$ cat src/rtl/issue_window.sv
module issue_window #(
  parameter int WINSIZE = 8,
  parameter int IW      = 2,
  parameter int NFU     = 2,
  parameter int TAGW    = 6,
  localparam int IDXW   = $clog2(WINSIZE)
) (
  input  logic                 clk,
  input  logic                 rst_n,
  input  logic                 disp_valid,
  input  logic [TAGW-1:0]      disp_tag_l,
  input  logic [TAGW-1:0]      disp_tag_r,
  input  logic                 disp_rdy_l,
  input  logic                 disp_rdy_r,
  input  logic [TAGW-1:0]      disp_dst,
  output logic                 disp_ready,
  input  logic [IW-1:0]        bcast_valid,
  input  logic [IW*TAGW-1:0]   bcast_tag,
  output logic [NFU-1:0]       gnt_valid,
  output logic [NFU*IDXW-1:0]  gnt_idx,
  output logic [NFU*TAGW-1:0]  gnt_dst
);

  localparam int LV = ($clog2(WINSIZE) + 1) / 2;
  localparam int P  = 1 << (2 * LV);

  logic [WINSIZE-1:0] valid_q, rdy_l_q, rdy_r_q;
  logic [TAGW-1:0]    tag_l_q [WINSIZE];
  logic [TAGW-1:0]    tag_r_q [WINSIZE];
  logic [TAGW-1:0]    dst_q   [WINSIZE];

  logic [WINSIZE-1:0] hit_l, hit_r, eff_l, eff_r, req, gnt_all;
  logic               dhit_l, dhit_r;
  logic [IDXW-1:0]    free_idx;
  logic               disp_fire;

  always_comb begin
    for (int i = 0; i < WINSIZE; i++) begin
      hit_l[i] = 1'b0;
      hit_r[i] = 1'b0;
      for (int b = 0; b < IW; b++) begin
        if (bcast_valid[b] && bcast_tag[b*TAGW +: TAGW] == tag_l_q[i]) hit_l[i] = 1'b1;
        if (bcast_valid[b] && bcast_tag[b*TAGW +: TAGW] == tag_r_q[i]) hit_r[i] = 1'b1;
      end
    end
    dhit_l = 1'b0;
    dhit_r = 1'b0;
    for (int b = 0; b < IW; b++) begin
      if (bcast_valid[b] && bcast_tag[b*TAGW +: TAGW] == disp_tag_l) dhit_l = 1'b1;
      if (bcast_valid[b] && bcast_tag[b*TAGW +: TAGW] == disp_tag_r) dhit_r = 1'b1;
    end
  end

  assign eff_l = rdy_l_q | hit_l;
  assign eff_r = rdy_r_q | hit_r;
  assign req   = valid_q & eff_l & eff_r;

  always_comb begin
    free_idx = '0;
    for (int i = WINSIZE - 1; i >= 0; i--)
      if (!valid_q[i]) free_idx = IDXW'(i);
  end

  assign disp_ready = ~&valid_q;
  assign disp_fire  = disp_valid & disp_ready;

  function automatic logic [P-1:0] tree_pick(input logic [P-1:0] r);
    logic any_n [LV+1][P];
    logic en_n  [LV+1][P];
    logic seen;
    for (int k = 0; k <= LV; k++)
      for (int j = 0; j < P; j++) begin
        any_n[k][j] = 1'b0;
        en_n[k][j]  = 1'b0;
      end
    for (int j = 0; j < P; j++) any_n[0][j] = r[j];
    for (int k = 1; k <= LV; k++)
      for (int j = 0; j < (P >> (2 * k)); j++)
        any_n[k][j] = any_n[k-1][4*j] | any_n[k-1][4*j+1] |
                      any_n[k-1][4*j+2] | any_n[k-1][4*j+3];
    en_n[LV][0] = any_n[LV][0];
    for (int k = LV; k >= 1; k--)
      for (int j = 0; j < (P >> (2 * k)); j++) begin
        seen = 1'b0;
        for (int c = 0; c < 4; c++) begin
          en_n[k-1][4*j+c] = en_n[k][j] & any_n[k-1][4*j+c] & ~seen;
          seen = seen | any_n[k-1][4*j+c];
        end
      end
    for (int j = 0; j < P; j++) tree_pick[j] = en_n[0][j];
  endfunction

  logic [WINSIZE-1:0] taken [NFU+1];
  logic [WINSIZE-1:0] stage_g [NFU];
  assign taken[0] = '0;

  for (genvar s = 0; s < NFU; s++) begin : g_stage
    logic [P-1:0] pick;
    logic [IDXW-1:0] enc;
    assign pick         = tree_pick(P'(req & ~taken[s]));
    assign stage_g[s]   = pick[WINSIZE-1:0];
    assign taken[s+1]   = taken[s] | stage_g[s];
    always_comb begin
      enc = '0;
      for (int i = 0; i < WINSIZE; i++)
        if (stage_g[s][i]) enc = IDXW'(i);
    end
    assign gnt_valid[s]               = |stage_g[s];
    assign gnt_idx[s*IDXW +: IDXW]    = enc;
    assign gnt_dst[s*TAGW +: TAGW]    = dst_q[enc];

    AST_STAGE_LOWEST: assert property (@(posedge clk) disable iff (!rst_n)
      gnt_valid[s] |-> ((req & ~taken[s] & ~({WINSIZE{1'b1}} << enc)) == '0));
    AST_GRANT_REQ: assert property (@(posedge clk) disable iff (!rst_n)
      gnt_valid[s] |-> (valid_q[enc] && eff_l[enc] && eff_r[enc]));
  end

  assign gnt_all = taken[NFU];

  always_ff @(posedge clk) begin
    if (!rst_n) begin
      valid_q <= '0;
      rdy_l_q <= '0;
      rdy_r_q <= '0;
    end else begin
      for (int i = 0; i < WINSIZE; i++) begin
        if (gnt_all[i]) begin
          valid_q[i] <= 1'b0;
        end else if (disp_fire && free_idx == IDXW'(i)) begin
          valid_q[i] <= 1'b1;
          rdy_l_q[i] <= disp_rdy_l | dhit_l;
          rdy_r_q[i] <= disp_rdy_r | dhit_r;
          tag_l_q[i] <= disp_tag_l;
          tag_r_q[i] <= disp_tag_r;
          dst_q[i]   <= disp_dst;
        end else if (valid_q[i]) begin
          rdy_l_q[i] <= eff_l[i];
          rdy_r_q[i] <= eff_r[i];
        end
      end
    end
  end

  AST_GRANT_COUNT: assert property (@(posedge clk) disable iff (!rst_n)
    $countones(gnt_all) == $countones(gnt_valid));
  AST_FULL_HOLDS: assert property (@(posedge clk) disable iff (!rst_n)
    (!disp_ready && gnt_all == '0) |=> (&valid_q));

  for (genvar i = 0; i < WINSIZE; i++) begin : g_chk
    AST_GRANT_FREES: assert property (@(posedge clk) disable iff (!rst_n)
      gnt_all[i] |=> !valid_q[i]);
    AST_READY_STICKY: assert property (@(posedge clk) disable iff (!rst_n)
      (valid_q[i] && rdy_l_q[i] && !gnt_all[i]) |=> rdy_l_q[i]);
  end

endmodule

$ cat config.mk
export PLATFORM = sky130hd
export DESIGN_NAME = issue_window
export DESIGN_NICKNAME = d
export VERILOG_FILES = /design/src/rtl/issue_window.sv
export SDC_FILE = /design/constraint.sdc
export NUM_CORES = 1
export LEC_CHECK = 0
export ABC_AREA = 1
export ABC_CLOCK_PERIOD_IN_PS = 8000
export CORE_AREA = 10 10 184 134
export CTS_BUF_LIST = sky130_fd_sc_hd__clkbuf_16
export DETAILED_ROUTE_END_ITERATION = 16
export DIE_AREA = 0 0 194 144
export GPL_TIMING_DRIVEN = 0
export PLACE_DENSITY = 0.68
export SETUP_SLACK_MARGIN = 0.15
export SLEW_MARGIN = 20
export SYNTH_ARGS = -nofsm -noshare
export SYNTH_HDL_FRONTEND = slang
export SYNTH_SLANG_ARGS = --single-unit
$ cat constraint.sdc
create_clock -name clk -period 8 [get_ports clk]
set_clock_uncertainty 0.15 [all_clocks]
set_input_delay 1.2 -clock clk [delete_from_list [all_inputs] [get_ports clk]]
set_output_delay 1.2 -clock clk [all_outputs]
set_load 0.01 [all_outputs]
==> results.md <==
* Status: completed
* Internal at 1.47 mW
* Syn Std Cell Area at 10400 µm²
* Asr flop ratio synth at 0%
* Largest net degree at the start of global routing at 19
* Post-DP HPWL at 25200 µm
* Met1 Wirelength at 15600 µm
* Crit path max fanout at 10
* DR vias at 9977
* Num Clock Sinks at 168
* Initial Utilization at 49.0%
* Avg Cell Area, Syn at between 7 and 8 µm²
* Layout area overhead at 14.4%
* Detailed-route wire length per cell at 20.5 µm
* Die Wd at 194 µm
* Initial antenna violation count at 0
* Final Cycle Share at between 80% and 90%
* Pleak at between 5 and 6 nW
* RePlAce Congestion at 0.972
* Synth warn at 0
* Grt ovf at 0
* Sum Neg Setup Slack at 0 ps
* Hold Path Depth at 2
* Mapped Nets at 1415
* Min Clock Period, post-route at 6810 ps
* DIE HEIGHT at 144 µm
* Fmax at 0.147 GHz
* CORE AREA at 21300 µm²
* Register area share after synthesis at 46.1%
* Yosys top cell area share at 41.5%
* # nets final at 1488
* Port Buffers at 51
* Max cap viols at 0
* Setup-failing EPs final at 0
* TritonRoute pass-1 iters at 5
* Cell Pwr Density at 168 nW/µm²
* # DRC at 0
* EDFF count, synth at 144
* Source-to-sink clock delay at the later pin of the worst-skew pair at 450 ps
* Util after Layout at 56.1%
* Clk buf depth at 2
* Detail Route Antenna Nets at 0
* Final-report max-slew violation count at 0
* Worst-case reg-to-reg path depth at 17
* Clock share of power at 40.4%
* Clock buffer count from CTS at 17
* Worst vdd ir at 0.000153 V
* Setup Buffers After CTS at 0
* Synth cell types at 39
* Worst Hold Class: flop to flop
* FF+latch count, synth at ~170
* Measured slew at the worst slew-check pin at 933 ps
* Row cnt at 45
* Max Used Layer: met4
* Routed wl met3 at 5370 µm
* Clock Tree Root: clkbuf_16
* Routed met2 length at 14100 µm
* DIE AREA at 27900 µm²
* Gr usage total at 25.3%
* Cts repair resizes at 0
* Fin area at 11900 µm²
* Drt total wl at between 30000 and 40000 µm
* CTS tree: built
* Reg power frac at 48.5%
* Post-Synthesis Cells at 1378
* Vias in the first global route at just over 9k
* First-pass GRT wire length at between 50000 and 60000 µm
* Final Hold Fails at 0
* Antenna Cells at 0
* CP arrival at 5460 ps
* Gate power share at roughly 11%
* Cts-stage hold buffer count at 0
* Power, Total at 2.00 mW
* Synth Flop Type: edfxtp_1
* Placed cell area at 11400 µm²
* Net Sw Power at 0.535 mW
* Startpoint Class: input port
* CP Capture Type: primary output
* Register clock-pin slew on the reported worst setup and hold paths at approximately 70 ps
* Yosys top cell by area: edfxtp_1
* Layout cells sized above 1 at just under 9%
* H-tree Lvls at 4
* Setup repair after global routing missed its margin: false
* Vias per cell at 5.72
* DR iter-0 viols at 1536
* Critical Path RT at 6650 ps
* Switching part of the total at 26.7%
* IO Count at a little under 60
* Slew headroom at 37.8%
* Critical path class: input port to primary output
* Area contributors post-synth: edfxtp_1 41%, nand2_1 16%, inv_1 7.5%
-- layer usage --
layer  global-route usage [%]  up-vias
li1                         -     4653
met1                     36.0     4607
met2                     34.5      653
met3                     9.30       64
met4                     7.67        0
met5                        0        -
-- power by group through the flow --
stage	clock (mW)	sequential, mW	combinational [mW]
2_1_floorplan	0	0.987	0.121
3_3_place_gp	0	0.989	0.209
3_5_place_dp	0	0.989	0.214
4_1_cts	0.814	0.970	0.215
5_1_grt	0.859	0.971	0.237
6_report	0.810	0.970	0.222
-- synth_stat cells, types with 2 or more instances --
master and n:
buf_2 25, dfxtp_1 24, buf_4 16, nor3_1 21
buf_6 8, nand4_1 39, xnor2_1 11, nor2_2 2
o211ai_1 15, nand2_1 435, nand3_1 83, a31oi_1 10
inv_1 207, nand2_4 2, o21ai_1 18, o21ai_0 78
nand4_4 2, nor2_1 92, nand2_2 6, o22ai_1 13
nand3_2 6, inv_2 16, xor2_1 21, a2111oi_0 3
clkbuf_1 7, edfxtp_1 144, a221oi_1 4, a21oi_1 50
a211oi_1 10
-- worst max-delay path, stage by stage --
cell             delay (ps)
clkdlybuf4s50_1         910
inv_2                   320
a21oi_1                 190
nand3_1                 110
nor2_1                   90
nand2_1                 100
nand3_1                 190
nand3_2                 170
nor2_2                  230
inv_2                    70
nand3_1                 120
a21oi_1                  70
nor2_2                  390
nand3_4                 210
buf_6                   200
nand2_1                  60
nand3_1                  70
nand2_1                  80
nand2_1                  50
nand2_1                  70
clkdlybuf4s50_1         540
-- through the flow --
step                worst slack, ps  hold slack (ps)  std cells
global placement               1350              297       1711
detailed placement             1360              308       1714
floorplan                      3310              279       1378
global route                    924              328       1745
CTS                            1340              319       1745
finish                         1190              322       1745
-- cells by family after synthesis --
logic type | after synthesis | synth area share (%)
AO/OA/AOI/OAI | 204 | 11.0
flip-flops | 168 | 46.1
buffers and inverters | 280 | 11.6
XOR/XNOR | 32 | 2.69
AND/OR/NAND/NOR | 694 | 28.7
-- final timing paths --
| path | start | end | slack [ps] |
|---|---|---|---|
| max | bcast_valid[0] | gnt_dst[6] | 1190 |
| min | rdy_r_q[2] | rdy_r_q[2] | 320 |
| max reg2reg | tag_l_q[0][4] | rdy_r_q[4] | 4800 |
| min reg2reg | rdy_r_q[2] | rdy_r_q[2] | 320 |
-- area by class of cell --
class | count | area, µm²
tap | 282 | 353
inverter | 224 | 843
sequential | 168 | 4800
clock inverter | 14 | 138
fill | 1949 | 9350
buffer | 56 | 362
clock buffer | 17 | 425
multi-input combinational | 930 | 4460
timing repair buffer | 54 | 544
-- registers in the layout (all words and copies together), names as in the netlist --
name	flops
tag_l_q	48
rdy_l_q	8
rdy_r_q	8
valid_q	8
tag_r_q	48
dst_q	48
-- cells in the final DEF, fill, tap and decap left out, types with 4 or more instances in the layout --
| cell type | n |
|---|---|
| clkbuf_16 | 17 |
| inv_6 | 6 |
| nand2_2 | 6 |
| edfxtp_1 | 144 |
| nand3_2 | 6 |
| nand3_1 | 83 |
| o211ai_1 | 15 |
| a31oi_1 | 10 |
| inv_1 | 208 |
| dfxtp_1 | 24 |
| buf_2 | 25 |
| o21ai_0 | 78 |
| o22ai_1 | 13 |
| nand4_1 | 39 |
| a21oi_1 | 50 |
| nand2_1 | 435 |
| a211oi_1 | 10 |
| nor2_2 | 5 |
| a221oi_1 | 4 |
| nor2_1 | 84 |
| clkbuf_1 | 7 |
| buf_6 | 11 |
| xor2_1 | 21 |
| xnor2_1 | 11 |
| o21ai_1 | 18 |
| nor2_4 | 5 |
| nor3_1 | 21 |
| buf_4 | 16 |
| inv_2 | 16 |
| clkdlybuf4s50_1 | 51 |
Power figures use the tool's default switching activity.
